File: config.mk
export PLATFORM = sky130hd
export DESIGN_NAME = sq_timer
export DESIGN_NICKNAME = d
export VERILOG_FILES = /design/src/rtl/sq_timer_pkg.sv /design/src/rtl/sq_timer_regs.sv /design/src/rtl/sq_timer_prescaler.sv /design/src/rtl/sq_timer_core.sv /design/src/rtl/sq_timer.sv
export SDC_FILE = /design/constraint.sdc
export NUM_CORES = 1
export LEC_CHECK = 0
export ABC_AREA = 1
export BUFFER_PORTS_ARGS = -buffer_cell sky130_fd_sc_hd__buf_2
export CAP_MARGIN = 40
export CORE_MARGIN = 4
export CORE_UTILIZATION = 35
export CTS_CLUSTER_DIAMETER = 60
export DETAILED_ROUTE_END_ITERATION = 10
export GPL_TIMING_DRIVEN = 0
export SYNTH_ARGS = -nofsm -noshare
export SYNTH_HDL_FRONTEND = slang
export SYNTH_HIERARCHICAL = 1
export SYNTH_SLANG_ARGS = --single-unit
export TNS_END_PERCENT = 20
File: constraint.sdc
create_clock -name clk_i -period 2.1 [get_ports clk_i]
set_clock_uncertainty 0.05 [all_clocks]
set_input_delay 0.63 -clock clk_i [delete_from_list [all_inputs] [get_ports clk_i]]
set_output_delay 0.63 -clock clk_i [all_outputs]
set_load 0.005 [all_outputs]
File: src/rtl/sq_timer_pkg.sv
package sq_timer_pkg;
  localparam int unsigned ADDR_W = 2;
  localparam int unsigned DATA_W = 8;
  localparam int unsigned SEL_W  = 3;

  typedef enum logic [ADDR_W-1:0] {
    REG_CMP  = 2'd0,
    REG_CLK  = 2'd1,
    REG_CTRL = 2'd2,
    REG_NONE = 2'd3
  } reg_addr_e;

  localparam int unsigned CTRL_RUN = 0;
  localparam int unsigned CTRL_OE  = 1;
  localparam int unsigned CTRL_SET = 2;
  localparam int unsigned CTRL_CLR = 3;

  // top code selects the widest prescale, otherwise 2^code
  function automatic int unsigned div_shift(input logic [SEL_W-1:0] sel, input int unsigned top);
    if (&sel) return top;
    return 32'(sel);
  endfunction
endpackage

File: src/rtl/sq_timer_regs.sv
module sq_timer_regs
  import sq_timer_pkg::*;
#(
  parameter int unsigned CNT_W = 8
) (
  input  logic              clk_i,
  input  logic              rst_ni,
  input  logic              wr_en_i,
  input  logic [ADDR_W-1:0] addr_i,
  input  logic [DATA_W-1:0] wdata_i,
  output logic [CNT_W-1:0]  cmp_o,
  output logic [SEL_W-1:0]  sel_o,
  output logic              run_o,
  output logic              oe_o,
  output logic              preset_vld_o,
  output logic              preset_lvl_o
);
  logic wr_cmp, wr_clk, wr_ctrl;
  logic [CNT_W-1:0] cmp_q;
  logic [SEL_W-1:0] sel_q;
  logic run_q, oe_q;
  logic unused_wdata;

  assign wr_cmp  = wr_en_i && (addr_i == REG_CMP);
  assign wr_clk  = wr_en_i && (addr_i == REG_CLK);
  assign wr_ctrl = wr_en_i && (addr_i == REG_CTRL);
  assign unused_wdata = ^wdata_i[DATA_W-1:CTRL_CLR+1];

  always_ff @(posedge clk_i or negedge rst_ni) begin
    if (!rst_ni) begin
      cmp_q <= '0;
      sel_q <= '0;
      run_q <= 1'b0;
      oe_q  <= 1'b0;
    end else begin
      // compare is locked while counting
      if (wr_cmp && !run_q) cmp_q <= wdata_i[CNT_W-1:0];
      if (wr_clk)           sel_q <= wdata_i[SEL_W-1:0];
      if (wr_ctrl) begin
        run_q <= wdata_i[CTRL_RUN];
        oe_q  <= wdata_i[CTRL_OE];
      end
    end
  end

  // set/clear bits act only at write time; equal pair is a no-op
  assign preset_vld_o = wr_ctrl && (wdata_i[CTRL_SET] != wdata_i[CTRL_CLR]);
  assign preset_lvl_o = wdata_i[CTRL_SET];

  assign cmp_o = cmp_q;
  assign sel_o = sel_q;
  assign run_o = run_q;
  assign oe_o  = oe_q;
endmodule

File: src/rtl/sq_timer_prescaler.sv
module sq_timer_prescaler
  import sq_timer_pkg::*;
#(
  parameter int unsigned PS_W = 8
) (
  input  logic             clk_i,
  input  logic             rst_ni,
  input  logic             run_i,
  input  logic [SEL_W-1:0] sel_i,
  output logic             tick_o
);
  logic [PS_W-1:0] pcnt_q, mask;
  int unsigned shift;

  assign shift = div_shift(sel_i, PS_W);

  for (genvar b = 0; b < PS_W; b++) begin : g_mask
    assign mask[b] = (b < shift);
  end

  always_ff @(posedge clk_i or negedge rst_ni) begin
    if (!rst_ni)     pcnt_q <= '0;
    else if (!run_i) pcnt_q <= '0;
    else             pcnt_q <= pcnt_q + PS_W'(1);
  end

  assign tick_o = run_i && ((pcnt_q & mask) == mask);
endmodule

File: src/rtl/sq_timer_core.sv
module sq_timer_core #(
  parameter int unsigned CNT_W = 8
) (
  input  logic             clk_i,
  input  logic             rst_ni,
  input  logic             run_i,
  input  logic             tick_i,
  input  logic [CNT_W-1:0] cmp_i,
  input  logic             preset_vld_i,
  input  logic             preset_lvl_i,
  output logic [CNT_W-1:0] cnt_o,
  output logic             ff_o,
  output logic             irq_o
);
  logic [CNT_W-1:0] cnt_q;
  logic ff_q, irq_q, hit;

  assign hit = run_i && tick_i && (cnt_q == cmp_i);

  always_ff @(posedge clk_i or negedge rst_ni) begin
    if (!rst_ni) begin
      cnt_q <= '0;
      ff_q  <= 1'b0;
      irq_q <= 1'b0;
    end else begin
      irq_q <= hit;
      if (!run_i)      cnt_q <= '0;
      else if (hit)    cnt_q <= '0;
      else if (tick_i) cnt_q <= cnt_q + CNT_W'(1);
      if (preset_vld_i) ff_q <= preset_lvl_i;
      else if (hit)     ff_q <= ~ff_q;
    end
  end

  assign cnt_o = cnt_q;
  assign ff_o  = ff_q;
  assign irq_o = irq_q;
endmodule

File: src/rtl/sq_timer.sv
module sq_timer
  import sq_timer_pkg::*;
#(
  parameter int unsigned CNT_W = 8,
  parameter int unsigned PS_W  = 8
) (
  input  logic              clk_i,
  input  logic              rst_ni,
  input  logic              wr_en_i,
  input  logic [ADDR_W-1:0] addr_i,
  input  logic [DATA_W-1:0] wdata_i,
  output logic              sq_o,
  output logic              irq_o
);
  logic [CNT_W-1:0] cmp_val, cnt_val;
  logic [SEL_W-1:0] sel_val;
  logic run_q, oe_q, tick, out_ff, preset_vld, preset_lvl;

  sq_timer_regs #(.CNT_W(CNT_W)) u_regs (
    .clk_i, .rst_ni, .wr_en_i, .addr_i, .wdata_i,
    .cmp_o(cmp_val), .sel_o(sel_val), .run_o(run_q), .oe_o(oe_q),
    .preset_vld_o(preset_vld), .preset_lvl_o(preset_lvl)
  );

  sq_timer_prescaler #(.PS_W(PS_W)) u_ps (
    .clk_i, .rst_ni, .run_i(run_q), .sel_i(sel_val), .tick_o(tick)
  );

  sq_timer_core #(.CNT_W(CNT_W)) u_core (
    .clk_i, .rst_ni, .run_i(run_q), .tick_i(tick), .cmp_i(cmp_val),
    .preset_vld_i(preset_vld), .preset_lvl_i(preset_lvl),
    .cnt_o(cnt_val), .ff_o(out_ff), .irq_o(irq_o)
  );

  assign sq_o = oe_q & out_ff;
endmodule

=== After elaboration in Yosys (flattened, before gate mapping) ===
Cells that the tools add are included.

* Input port bits: 13
* Output and inout bits: 2
* Register bits after elaboration: 31
* Logic and storage cells: 48

* Reductions and logical operators: 12
* Equal/unequal tests: 6
* Bitwise operators: 3
* Add/subtract/negate cells: 2
* Mux-type cells: 9
* Magnitude comparators: 8

{| class="wikitable"
|+ Operator list
! operator !! count
|-
| $lt A3 B32 Y1 const A || 4
|-
| $lt A1 B32 Y1 const A || 2
|-
| $lt A2 B32 Y1 const A || 2
|-
| $mux W32 || 1
|-
| $mux W8 || 4
|-
| $add A8 B1 Y8 const B || 2
|-
| $eq A8 B8 Y1 || 2
|-
| $and A8 B8 Y8 || 1
|-
| $logic_and A1 B1 Y1 || 8
|-
| $mux W4 || 1
|-
| $mux W1 || 3
|-
| $ne A3 B1 Y1 const B || 1
|-
| $reduce_and A3 Y1 || 1
|-
| $eq A2 B1 Y1 const B || 1
|-
| $eq A2 B2 Y1 const B || 1
|-
| $logic_not A2 Y1 || 1
|-
| $reduce_bool A2 Y1 || 1
|-
| $and A1 B1 Y1 || 1
|-
| $logic_not A1 Y1 || 1
|-
| $ne A1 B1 Y1 || 1
|-
| $not A1 Y1 || 1
|}

=== Depth between registers and ports, before layout ===
* Depth after elaboration: 11
* Gate-level depth with buffers: 12

=== Modules after synthesis ===
Netlist, hierarchy kept.

{| class="wikitable"
|+ Modules (own cells, without submodules)
! module !! instances !! area an instance (um2) !! cells an instance !! seq. area each (um2)
|-
| sq_timer_core || 1 || 669.4 || 86 || 250.2
|-
| sq_timer_regs || 1 || 574.3 || 63 || 325.3
|-
| sq_timer_prescaler || 1 || 493.0 || 68 || 200.2
|-
| sq_timer || 1 || 7.5 || 2 || 0.0
|}

=== Worst setup path before layout ===
OpenSTA, ideal clock, no wires.

* Path type: flip-flop to flip-flop
* From: register u_regs.run_q, in the netlist u_regs/run_o
* To: register u_core.ff_q, in the netlist u_core/ff_o
* Arrival: 1.336 ns
* Setup time: 0.116 ns
* Setup slack: 0.598 ns
* Stages on the path, launching flop included: 11
* Path through: dfrtp_1 -> buf_2 -> nand2_1 -> nor2_1 -> nand3_1 -> nor2_1 -> nand2_1 -> inv_1 -> nand3_2 -> nand3_1 -> nand2_1

* Cells in the longest elaborated chain, start to end: 4

{| class="wikitable"
|+ RTL lines
! item !! RTL line !! text
|-
| start: declaration || sq_timer_regs.sv:21 || <nowiki>logic run_q, oe_q;</nowiki>
|-
| start signal: assignment || sq_timer_regs.sv:40 || <nowiki>run_q <= wdata_i[CTRL_RUN];</nowiki>
|-
| $logic_and A1 B1 Y1 || sq_timer_prescaler.sv:27 || <nowiki>assign tick_o = run_i && ((pcnt_q & mask) == mask);</nowiki>
|-
| net tick || sq_timer.sv:17 || <nowiki>logic run_q, oe_q, tick, out_ff, preset_vld, preset_lvl;</nowiki>
|-
| $logic_and A1 B1 Y1 (2 in series) || sq_timer_core.sv:18 || <nowiki>assign hit = run_i && tick_i && (cnt_q == cmp_i);</nowiki>
|-
| $reduce_bool A2 Y1 (no line) || n/a ||
|-
| end signal: assignment || sq_timer_core.sv:30 || <nowiki>if (preset_vld_i) ff_q <= preset_lvl_i;</nowiki>
|-
| end signal: assignment || sq_timer_core.sv:31 || <nowiki>else if (hit) ff_q <= ~ff_q;</nowiki>
|-
| end: declaration || sq_timer_core.sv:16 || <nowiki>logic ff_q, irq_q, hit;</nowiki>
|}

The timed path passes the listed nets, and every way through them passes these cells.
A chain may end at the register's enable or synchronous reset.

=== Final worst setup path ===
Ends and elaborated chain as after synthesis.

==> impl_metrics.env <==
export IMPL_routabilityCongestion=0.764
export IMPL_io_pins=15
export IMPL_end_kind="flip-flop"
export IMPL_required_ns=2.23
export IMPL_die_w_um=78.6
export IMPL_synthCells=219
export IMPL_synth_edf_count=0
export IMPL_cts_max_level=2
export IMPL_power_uw=1570
export IMPL_nets=255
export IMPL_cp_cell_sequence="buf_2, nand2_1, nor2_1, nand3_1, nor2_1, nand2_1, inv_1, nand3_2, nand3_1, nand2_1"
export IMPL_setup_violations=0
export IMPL_area_growth_pct=15.6
export IMPL_die_h_um=78.6
export IMPL_grt_pass1_wl_mm=5.49
export IMPL_synth_nets=234
export IMPL_max_cap_violations=0
export IMPL_start_kind="flip-flop"
export IMPL_overflow=0
export IMPL_n_antenna_cell=0
export IMPL_post_synth_cell_area_avg_sq_um=7.96
export IMPL_clk_pin_slew_ns=0.07
export IMPL_cts_tree="built"
export IMPL_synth_top_area_share_pct=44.5
export IMPL_grt_max_degree=32
export IMPL_post_drt_wl_per_cell_um=9.65
export IMPL_hold_path_class="input port to async pin"
export IMPL_min_period_over_period_pct=82.4
export IMPL_cp_slowest_stage_delay_ns=0.45
export IMPL_cpMaxStageDelayCell="dfrtp_1"
export IMPL_synth_area_top_cells="dfrtp_1 44%, nand2_1 15%, nand3_1 6.6%"
export IMPL_powerDensity_mw_per_mm2=779
export IMPL_antenna_found_initial=0
export IMPL_wl_met3_um=125
export IMPL_critPathArrivalTime_ns=1.86
export IMPL_placementRows=25
export IMPL_criticalPathCategory="flip-flop to flip-flop"
export IMPL_top_layer_used="met4"
export IMPL_cts_resized=0
export IMPL_synth_largest_area_cell="dfrtp_1"
export IMPL_ys_async_sr_fraction_pct=100
export IMPL_fp_coreArea_sq_mm=0.00479
export IMPL_cts_buffers=5
export IMPL_ant_nets=0
export IMPL_slew_viol_final=0
export IMPL_clockBufferDepth=2
export IMPL_vias=1354
export IMPL_critPathMaxFanout=8
export IMPL_finalSetupTns_ns=0
export IMPL_yosysSeqAreaShare_pct=44.5
export IMPL_slew_headroom_pct=55.4
export IMPL_clkLatencyLatePin_ns=0.28
export IMPL_synth_ff_type="dfrtp_1"
export IMPL_drtIter0Drc=49
export IMPL_syn_area_sq_mm=0.00174
export IMPL_drtPass1Iterations=4
export IMPL_clkSinkCount=31
export IMPL_die_area_sq_mm=0.00618
export IMPL_grt_pass1_vias=1256
export IMPL_outcome="completed"
export IMPL_layout_drive_gt1_share_pct=21.2
export IMPL_io_buffer_count=14
export IMPL_grt_use_total_pct=11.2
export IMPL_vias_per_cell=4.40
export IMPL_dpl_hpwl_mm=2.26
export IMPL_start_util_pct=36.4
export IMPL_rsz0062_at_grt="no"
export IMPL_wl_met2_mm=1.27
export IMPL_tightest_slew_ns=0.670
export IMPL_cts_hold_buf=0
export IMPL_period_minus_slack_ns=1.73
export IMPL_max_freq_mhz=578
export IMPL_root_buffer="clkbuf_8"
export IMPL_post_cts_buffers=0
export IMPL_hold_violations=0
export IMPL_routed_wirelength_mm=2.97
export IMPL_met1Wirelength_mm=1.53
export IMPL_route_detailed_drc=0
export IMPL_crit_top_cell="nand2_1"
export IMPL_r2r_cells=10
export IMPL_ys_ff_latch=31
export IMPL_yosys_warnings=6
export IMPL_vdd_ir_drop_worst_mv=0.554
export IMPL_ys_types=27
export IMPL_p_leak_uw=0.00102
==> report_power, final <==
part           internal (uW)  switching (uW)  total [uW]
combinational           99.3             146         245
clock                    384             224         607
sequential               660            57.7         717
total                   1140             427        1570
==> area by class of cell <==
| type | count | area, sq um |
|---|---|---|
| buffer | 4 | 28.8 |
| clock inverter | 2 | 35.0 |
| multi-input combinational | 154 | 827 |
| sequential | 31 | 776 |
| tap | 67 | 83.8 |
| fill | 475 | 2770 |
| clock buffer | 6 | 82.6 |
| timing repair buffer | 14 | 70.1 |
| inverter | 30 | 113 |
==> cells in the mapped netlist, types with 3 or more instances <==
cell type,count
o21ai_2,6
xor2_1,3
nor2_1,15
a21oi_1,3
o21ai_0,4
xnor2_1,8
dfrtp_1,31
nand3_1,23
nand2_4,3
nor2_4,3
nand3_2,3
inv_1,28
nand2_1,68
o21ai_1,3
==> sequential cells by signal, summed over array words and instances, names as in the netlist <==
signal and count:
u_core/cnt_o 8, u_ps/pcnt_q 8, u_regs/cmp_o 8, u_regs/sel_o 3
u_core/ff_o 1, u_core/irq_o 1, u_regs/oe_o 1, u_regs/run_o 1
==> routing by layer <==
layer  GRT usage [%]  vias up
met5               0        -
met4            5.24        0
met3            3.44        4
met2            17.2       23
met1            14.3      604
li1                -      723
==> cell usage in the layout, fill, tap and decap left out, drive strengths merged <==
master,n
dfrtp,31
bufinv,1
nor3,1
nand3,26
nand3b,1
clkinv,1
o21ai,13
ha,2
inv,30
xnor2,8
nand4,1
a21oi,4
a21o,1
xor2,3
nor3b,1
clkbuf,6
nor2,20
buf,18
nand2,73
==> final timing paths <==
check	startpoint	end	slack, ns
worst max-delay path	u_regs/run_o	u_core/ff_o	0.37
worst min-delay path	rst_ni	u_ps/pcnt_q[6]	0.33
worst max register to register	u_regs/run_o	u_core/ff_o	0.37
worst min register to register	u_regs/oe_o	u_regs/oe_o	0.43
max in group asynchronous	rst_ni	u_core/cnt_o[4]	1.24
min in group clk_i	u_regs/oe_o	u_regs/oe_o	0.43
==> worst max-delay path, delay by kind of cell, from the launching register on <==
| family | cells | cell delay [ns] |
|---|---|---|
| simple gates | 8 | 0.73 |
| flops | 1 | 0.45 |
| buf+inv | 2 | 0.40 |
==> metrics by stage <==
step	util [%]	std cells	setup slack (ns)	hold WS, ns	area (sq um)
after floorplan	-	219	0.598	0.284	1740
after global placement	39.7	300	0.396	0.408	1900
after detailed placement	39.7	300	0.372	0.414	1900
after CTS	42.1	308	0.357	0.352	2020
after global routing	42.1	308	0.177	0.384	2020
final	42.1	308	0.370	0.330	2020
==> kinds of logic (layout without fill, tap and decap cells) <==
group,Yosys count,count (layout),share of synthesized area (%)
adder cells (fa/ha/maj),2,2,1.43
buffers and inverters,34,56,8.11
AO/OA/AOI/OAI,18,18,6.89
AND/OR/NAND/NOR,123,123,33.6
XOR/XNOR,11,11,5.52
flip-flops,31,31,44.5
No activity file was read; power rests on OpenSTA's default activity.
